--- config.mk ---
export PLATFORM = sky130hd
export DESIGN_NAME = link_pwr_mode_ctrl
export DESIGN_NICKNAME = d
export VERILOG_FILES = /design/src/rtl/lpm_pkg.sv /design/src/rtl/lpm_sync.sv /design/src/rtl/lpm_fsm.sv /design/src/rtl/lpm_irq.sv /design/src/rtl/link_pwr_mode_ctrl.sv
export SDC_FILE = /design/constraint.sdc
export NUM_CORES = 1
export LEC_CHECK = 0
export CAP_MARGIN = 20
export CORE_AREA = 2 2 39 41
export DETAILED_ROUTE_END_ITERATION = 8
export DIE_AREA = 0 0 41 43
export SLEW_MARGIN = 40
export SYNTH_ARGS = -nofsm -noshare
export SYNTH_HDL_FRONTEND = slang
export SYNTH_HIERARCHICAL = 1
export SYNTH_SLANG_ARGS = --single-unit
--- constraint.sdc ---
create_clock -name clk -period 1.1 [get_ports clk]
set_clock_uncertainty 0.2 [all_clocks]
set_input_delay 0.11 -clock clk [delete_from_list [all_inputs] [get_ports clk]]
set_output_delay 0.11 -clock clk [all_outputs]
set_load 0.02 [all_outputs]
--- src/rtl/lpm_pkg.sv ---
// Package: shared types for the link power-mode controller.
// Assumes: the mode encoding is visible at the top level and must not change.
package lpm_pkg;

    typedef enum logic [1:0] {
        MODE_RESET = 2'b00,
        MODE_RUN   = 2'b01,
        MODE_WAIT  = 2'b10,
        MODE_STOP  = 2'b11
    } lpm_mode_t;

    localparam int unsigned MODE_W = 2;

endpackage

--- src/rtl/lpm_sync.sv ---
// Module: lpm_sync
// Brings an asynchronous level into the clock domain through a chain of
// STAGES flops. A synchronous clear empties the chain, which masks the input.
// Assumes: STAGES >= 2 and the input is a level that changes slowly
// relative to clk.
module lpm_sync #(
    parameter int unsigned STAGES = 2
) (
    input  logic clk,
    input  logic rst_n,
    input  logic clr_i,
    input  logic async_i,
    output logic sync_o
);

    logic [STAGES-1:0] chain_q;

    genvar g;
    generate
        for (g = 0; g < STAGES; g++) begin : g_stage
            // Purpose: one synchronizer stage, cleared on reset or mask.
            if (g == 0) begin : g_first
                always_ff @(posedge clk) begin
                    if (!rst_n || clr_i) chain_q[g] <= 1'b0;
                    else                 chain_q[g] <= async_i;
                end
            end else begin : g_next
                always_ff @(posedge clk) begin
                    if (!rst_n || clr_i) chain_q[g] <= 1'b0;
                    else                 chain_q[g] <= chain_q[g-1];
                end
            end
        end
    endgenerate

    assign sync_o = chain_q[STAGES-1];

endmodule

--- src/rtl/lpm_fsm.sv ---
// Module: lpm_fsm
// Mode state machine. Reset requests take priority over everything else.
// Instruction strobes are decoded only in Run mode. The wake conditions are
// decoded only in Wait and Stop modes, and each wake raises a one-cycle
// pulse for the interrupt latch.
// Assumes: act_sync_i is already synchronized to clk.
module lpm_fsm
    import lpm_pkg::*;
(
    input  logic      clk,
    input  logic      rst_n,
    input  logic      force_rst_i,
    input  logic      wait_stb_i,
    input  logic      stop_stb_i,
    input  logic      wait_clk_mode_i,
    input  logic      msg_ok_i,
    input  logic      act_sync_i,
    output lpm_mode_t mode_o,
    output logic      wake_o
);

    lpm_mode_t mode_q, mode_d;

    // Purpose: next-mode and wake-pulse decode.
    always_comb begin
        mode_d = mode_q;
        wake_o = 1'b0;
        if (force_rst_i) begin
            mode_d = MODE_RESET;
        end else begin
            unique case (mode_q)
                MODE_RESET: mode_d = MODE_RUN;
                MODE_RUN: begin
                    if (stop_stb_i || (wait_stb_i && wait_clk_mode_i))
                        mode_d = MODE_STOP;
                    else if (wait_stb_i)
                        mode_d = MODE_WAIT;
                end
                MODE_WAIT: begin
                    if (msg_ok_i) begin
                        mode_d = MODE_RUN;
                        wake_o = 1'b1;
                    end
                end
                MODE_STOP: begin
                    if (act_sync_i) begin
                        mode_d = MODE_RUN;
                        wake_o = 1'b1;
                    end
                end
                default: mode_d = MODE_RESET;
            endcase
        end
    end

    // Purpose: mode register, which resets to Reset mode.
    always_ff @(posedge clk) begin
        if (!rst_n) mode_q <= MODE_RESET;
        else        mode_q <= mode_d;
    end

    assign mode_o = mode_q;

endmodule

--- src/rtl/lpm_irq.sv ---
// Module: lpm_irq
// Wake interrupt latch. A wake pulse sets it and an acknowledge clears it.
// A reset, or any reset request, also clears it. A wake takes priority over
// an acknowledge in the same cycle.
// Assumes: wake_i is a single-cycle pulse.
module lpm_irq (
    input  logic clk,
    input  logic rst_n,
    input  logic clr_i,
    input  logic wake_i,
    input  logic ack_i,
    output logic irq_o
);

    logic irq_q;

    // Purpose: set/clear interrupt level.
    always_ff @(posedge clk) begin
        if (!rst_n || clr_i) irq_q <= 1'b0;
        else if (wake_i)     irq_q <= 1'b1;
        else if (ack_i)      irq_q <= 1'b0;
    end

    assign irq_o = irq_q;

endmodule

--- src/rtl/link_pwr_mode_ctrl.sv ---
// Module: link_pwr_mode_ctrl (top)
// Power-mode controller for a serial network link. It combines the reset
// sources, synchronizes bus activity (masked in Reset mode), runs the mode
// state machine, latches the wake interrupt and decodes the gating outputs
// from the current mode.
// Assumes: net_act_i is asynchronous. All other inputs are synchronous to clk.
module link_pwr_mode_ctrl
    import lpm_pkg::*;
#(
    parameter int unsigned SYNC_STAGES = 2
) (
    input  logic              clk,
    input  logic              rst_n,
    input  logic              rst_req_i,
    input  logic              low_supply_i,
    input  logic              wait_stb_i,
    input  logic              stop_stb_i,
    input  logic              wait_clk_mode_i,
    input  logic              msg_ok_i,
    input  logic              net_act_i,
    input  logic              irq_ack_i,
    output logic [MODE_W-1:0] mode_o,
    output logic              clk_en_o,
    output logic              xcvr_lp_o,
    output logic              link_hold_rst_o,
    output logic              wake_irq_o
);

    lpm_mode_t mode;
    logic      force_rst;
    logic      in_reset;
    logic      act_sync;
    logic      wake;

    assign force_rst = rst_req_i || low_supply_i;
    assign in_reset  = (mode == MODE_RESET);

    lpm_sync #(.STAGES(SYNC_STAGES)) u_act_sync (
        .clk     (clk),
        .rst_n   (rst_n),
        .clr_i   (in_reset),
        .async_i (net_act_i),
        .sync_o  (act_sync)
    );

    lpm_fsm u_fsm (
        .clk             (clk),
        .rst_n           (rst_n),
        .force_rst_i     (force_rst),
        .wait_stb_i      (wait_stb_i),
        .stop_stb_i      (stop_stb_i),
        .wait_clk_mode_i (wait_clk_mode_i),
        .msg_ok_i        (msg_ok_i),
        .act_sync_i      (act_sync),
        .mode_o          (mode),
        .wake_o          (wake)
    );

    lpm_irq u_irq (
        .clk    (clk),
        .rst_n  (rst_n),
        .clr_i  (force_rst || in_reset),
        .wake_i (wake),
        .ack_i  (irq_ack_i),
        .irq_o  (wake_irq_o)
    );

    // Purpose: decode the gating outputs from the current mode.
    always_comb begin
        mode_o          = mode;
        clk_en_o        = (mode != MODE_STOP);
        xcvr_lp_o       = (mode == MODE_WAIT) || (mode == MODE_STOP);
        link_hold_rst_o = in_reset;
    end

endmodule

==> impl_metrics.py <==
metrics = {
    "detailed_routing": {
        "route.met3.wl_microns": 63,
        "drc": 0,
        "ant_nets": 0,
        "drt-total-wl_microns": 684,
        "vias": 298,
        "top_layer": "met3",
        "drt_iter0_drc": 0,
        "wl_met2_microns": 354,
        "drt-met1-wl_microns": 266,
        "wl_per_cell_microns": 9.77,
        "routed_via_density": 4.26,
        "firstDrtPassIters": 1,
    },
    "critical_path": {
        "r2r_cells": 3,
        "critPathMaxFanout": 4,
        "r2r_start": "u_fsm/mode_o[1]",
        "r2r-end": "u_fsm/mode_o[1]",
        "critPathKind": "flip-flop to flip-flop",
        "rrSetupSlack_ps": -180,
        "end_kind": "flip-flop",
        "worstPathArrival_ps": 1250,
        "crit_slowest_cell": "or3b_4",
        "critPathTopFamily": "simple AND/OR/NAND/NOR gates",
        "cp_data_required_time_ps": 1080,
        "worstPathCellList": "buf_6 -> or3b_4 -> a2bb2o_4",
        "critPathBufInv": 1,
        "cpPeakStageDelay_ps": 360,
        "cp-start-kind": "flip-flop",
    },
    "clock_tree": {
        "cts_tree": "done",
        "clk_latency_ps": 230,
        "cts_max_path_buffers": 2,
        "cts_sinks": 5,
        "numCtsBuffers": 3,
        "holdBufCountCts": 0,
        "cts.htree.levels": 1,
        "path_clk_slew_ps": 50,
        "root_buffer": "clkbuf_4",
    },
    "synthesis": {
        "async_flop_share": 0,
        "synthCells": 26,
        "yosys_most_used_dff": "dfxtp_1",
        "ys_types": 19,
        "ys_seq_elements": 5,
        "synth.avg_cell_area_sq_um": 9.82,
        "seq_area_frac_synth": 0.392,
        "syn_nets": 36,
        "syn-cell-area_sq_um": 255,
        "synth-edff-count": 0,
        "synth_warnings": 6,
    },
    "layout": {
        "layout_common_cells": "clkdlybuf4s50_1, buf_6, buf_4",
        "seq_area_sq_um": 108,
        "nFillCells": 145,
        "diodes": 0,
        "multi_input_area_sq_um": 191,
        "area_growth_pct": 129,
        "fin_nets": 65,
        "drive_gt1_frac": 0.574,
        "post-route-util": 0.423,
    },
    "timing": {
        "final-max-slew-violation-count": 0,
        "tightest_slew_ps": 266,
        "setup_ws_ps": -175,
        "period_share": 1.16,
        "timing.slew.headroom": 0.821,
        "finalSetupViolCount": 8,
        "rsz0062_at_grt": "true",
        "finalHoldViolCount": 0,
        "holdWs_ps": 271,
        "min_period_ps": 1280,
        "fmax_ghz": 0.784,
    },
    "power": {
        "peakVddDrop_v": 0.000393,
        "power_mw": 0.492,
        "p_per_area_nw_per_um2": 841,
        "cellLeakagePower_nw": 0.280,
    },
    "place": {
        "gp_congestion": 0.757,
        "hpwl_microns": 499,
        "portBuffers": 15,
    },
    "global_routing": {
        "grt_start_max_net_pins": 6,
        "grt_pass1_vias": 311,
        "grt_usage": 0.0963,
        "overflow": 0,
        "antenna_found_initial": 0,
        "grt_pass1_wl_microns": 1170,
    },
    "floorplan": {
        "core-area_sq_um": 1380,
        "start_util": 0.184,
        "fp-row-count": 14,
        "die_area_sq_um": 1760,
        "die_height_microns": 43,
        "die_x_microns": 41,
        "io_pins": 16,
    },
    "min_path": {
        "min_from": "u_act_sync/chain_q[0]",
        "hold_depth": 1,
        "min_path_type": "flip-flop to flip-flop",
        "min_to": "u_act_sync/sync_o",
    },
    "outcome": {
        "violations": "negative setup slack",
        "outcome": "finished with violations",
    },
    "flow_run": {
        "maxCapViolations": 0,
    },
}
[worst max path at each step]
stage | start | cells past startpoint | to
3_5_place_dp | low_supply_i | 4 | u_fsm/mode_o[1]
4_1_cts | u_fsm/mode_o[1] | 3 | u_fsm/mode_o[1]
2_1_floorplan | u_fsm/mode_o[0] | 3 | u_irq/irq_o
5_1_grt | u_fsm/mode_o[1] | 3 | u_fsm/mode_o[1]
6_report | u_fsm/mode_o[1] | 3 | u_fsm/mode_o[1]
3_3_place_gp | low_supply_i | 4 | u_fsm/mode_o[1]
[metrics by stage]
| step | cells | area (sq um) | setup slack (ps) | TNS [ps] |
|---|---|---|---|---|
| after floorplan | 26 | 272 | -120 | -291 |
| after global placement | 63 | 490 | -484 | -2570 |
| after detailed placement | 63 | 490 | -514 | -2640 |
| after CTS | 70 | 563 | -209 | -1080 |
| after global routing | 70 | 586 | -195 | -1240 |
| final | 70 | 586 | -175 | -952 |
[flip-flops by register name (all words and copies together), names as in the netlist]
signal              cells
u_fsm/mode_o            2
u_act_sync/chain_q      1
u_act_sync/sync_o       1
u_irq/irq_o             1
[layer usage]
| layer | GRT usage | vias up |
|---|---|---|
| met5 | 0 | - |
| met4 | 0.0200 | 0 |
| met3 | 0.0524 | 0 |
| met2 | 0.159 | 13 |
| met1 | 0.103 | 135 |
| li1 | - | 150 |
[cells by family after synthesis]
family	count (synthesis)	synth area share
and+or+nand+nor	13	0.358
DFF	5	0.392
AOI/OAI and AO/OA	4	0.167
buffers and inverters	3	0.0441
muxes	1	0.0392
[Yosys cell counts (2+ instances only)]
library cell	count	area [sq um]
inv_1	2	7.51
or2_1	2	12.5
dfxtp_1	5	100
and3b_1	2	17.5
[power breakdown]
part	internal [mW]	total, mW	switching, mW
Sequential	0.181	0.183	0.00245
Combinational	0.0674	0.100	0.0329
Clock	0.137	0.209	0.0718
Total	0.385	0.492	0.107
[what timing repair did]
action,in CTS,in global routing
pin swaps,5,2
gates resized for setup,37,5
endpoints found under the setup margin,9,8
endpoints found under the hold margin,0,0
buffers inserted,3,0
[final cells by class]
type / count / share of cell area
sequential: 5 / 0.184
timing repair buffer: 25 / 0.397
clock buffer: 4 / 0.0449
tap: 16 / 0.0342
inverter: 2 / 0.0128
multi-input combinational: 18 / 0.327
(Power assumes the default switching activity.)
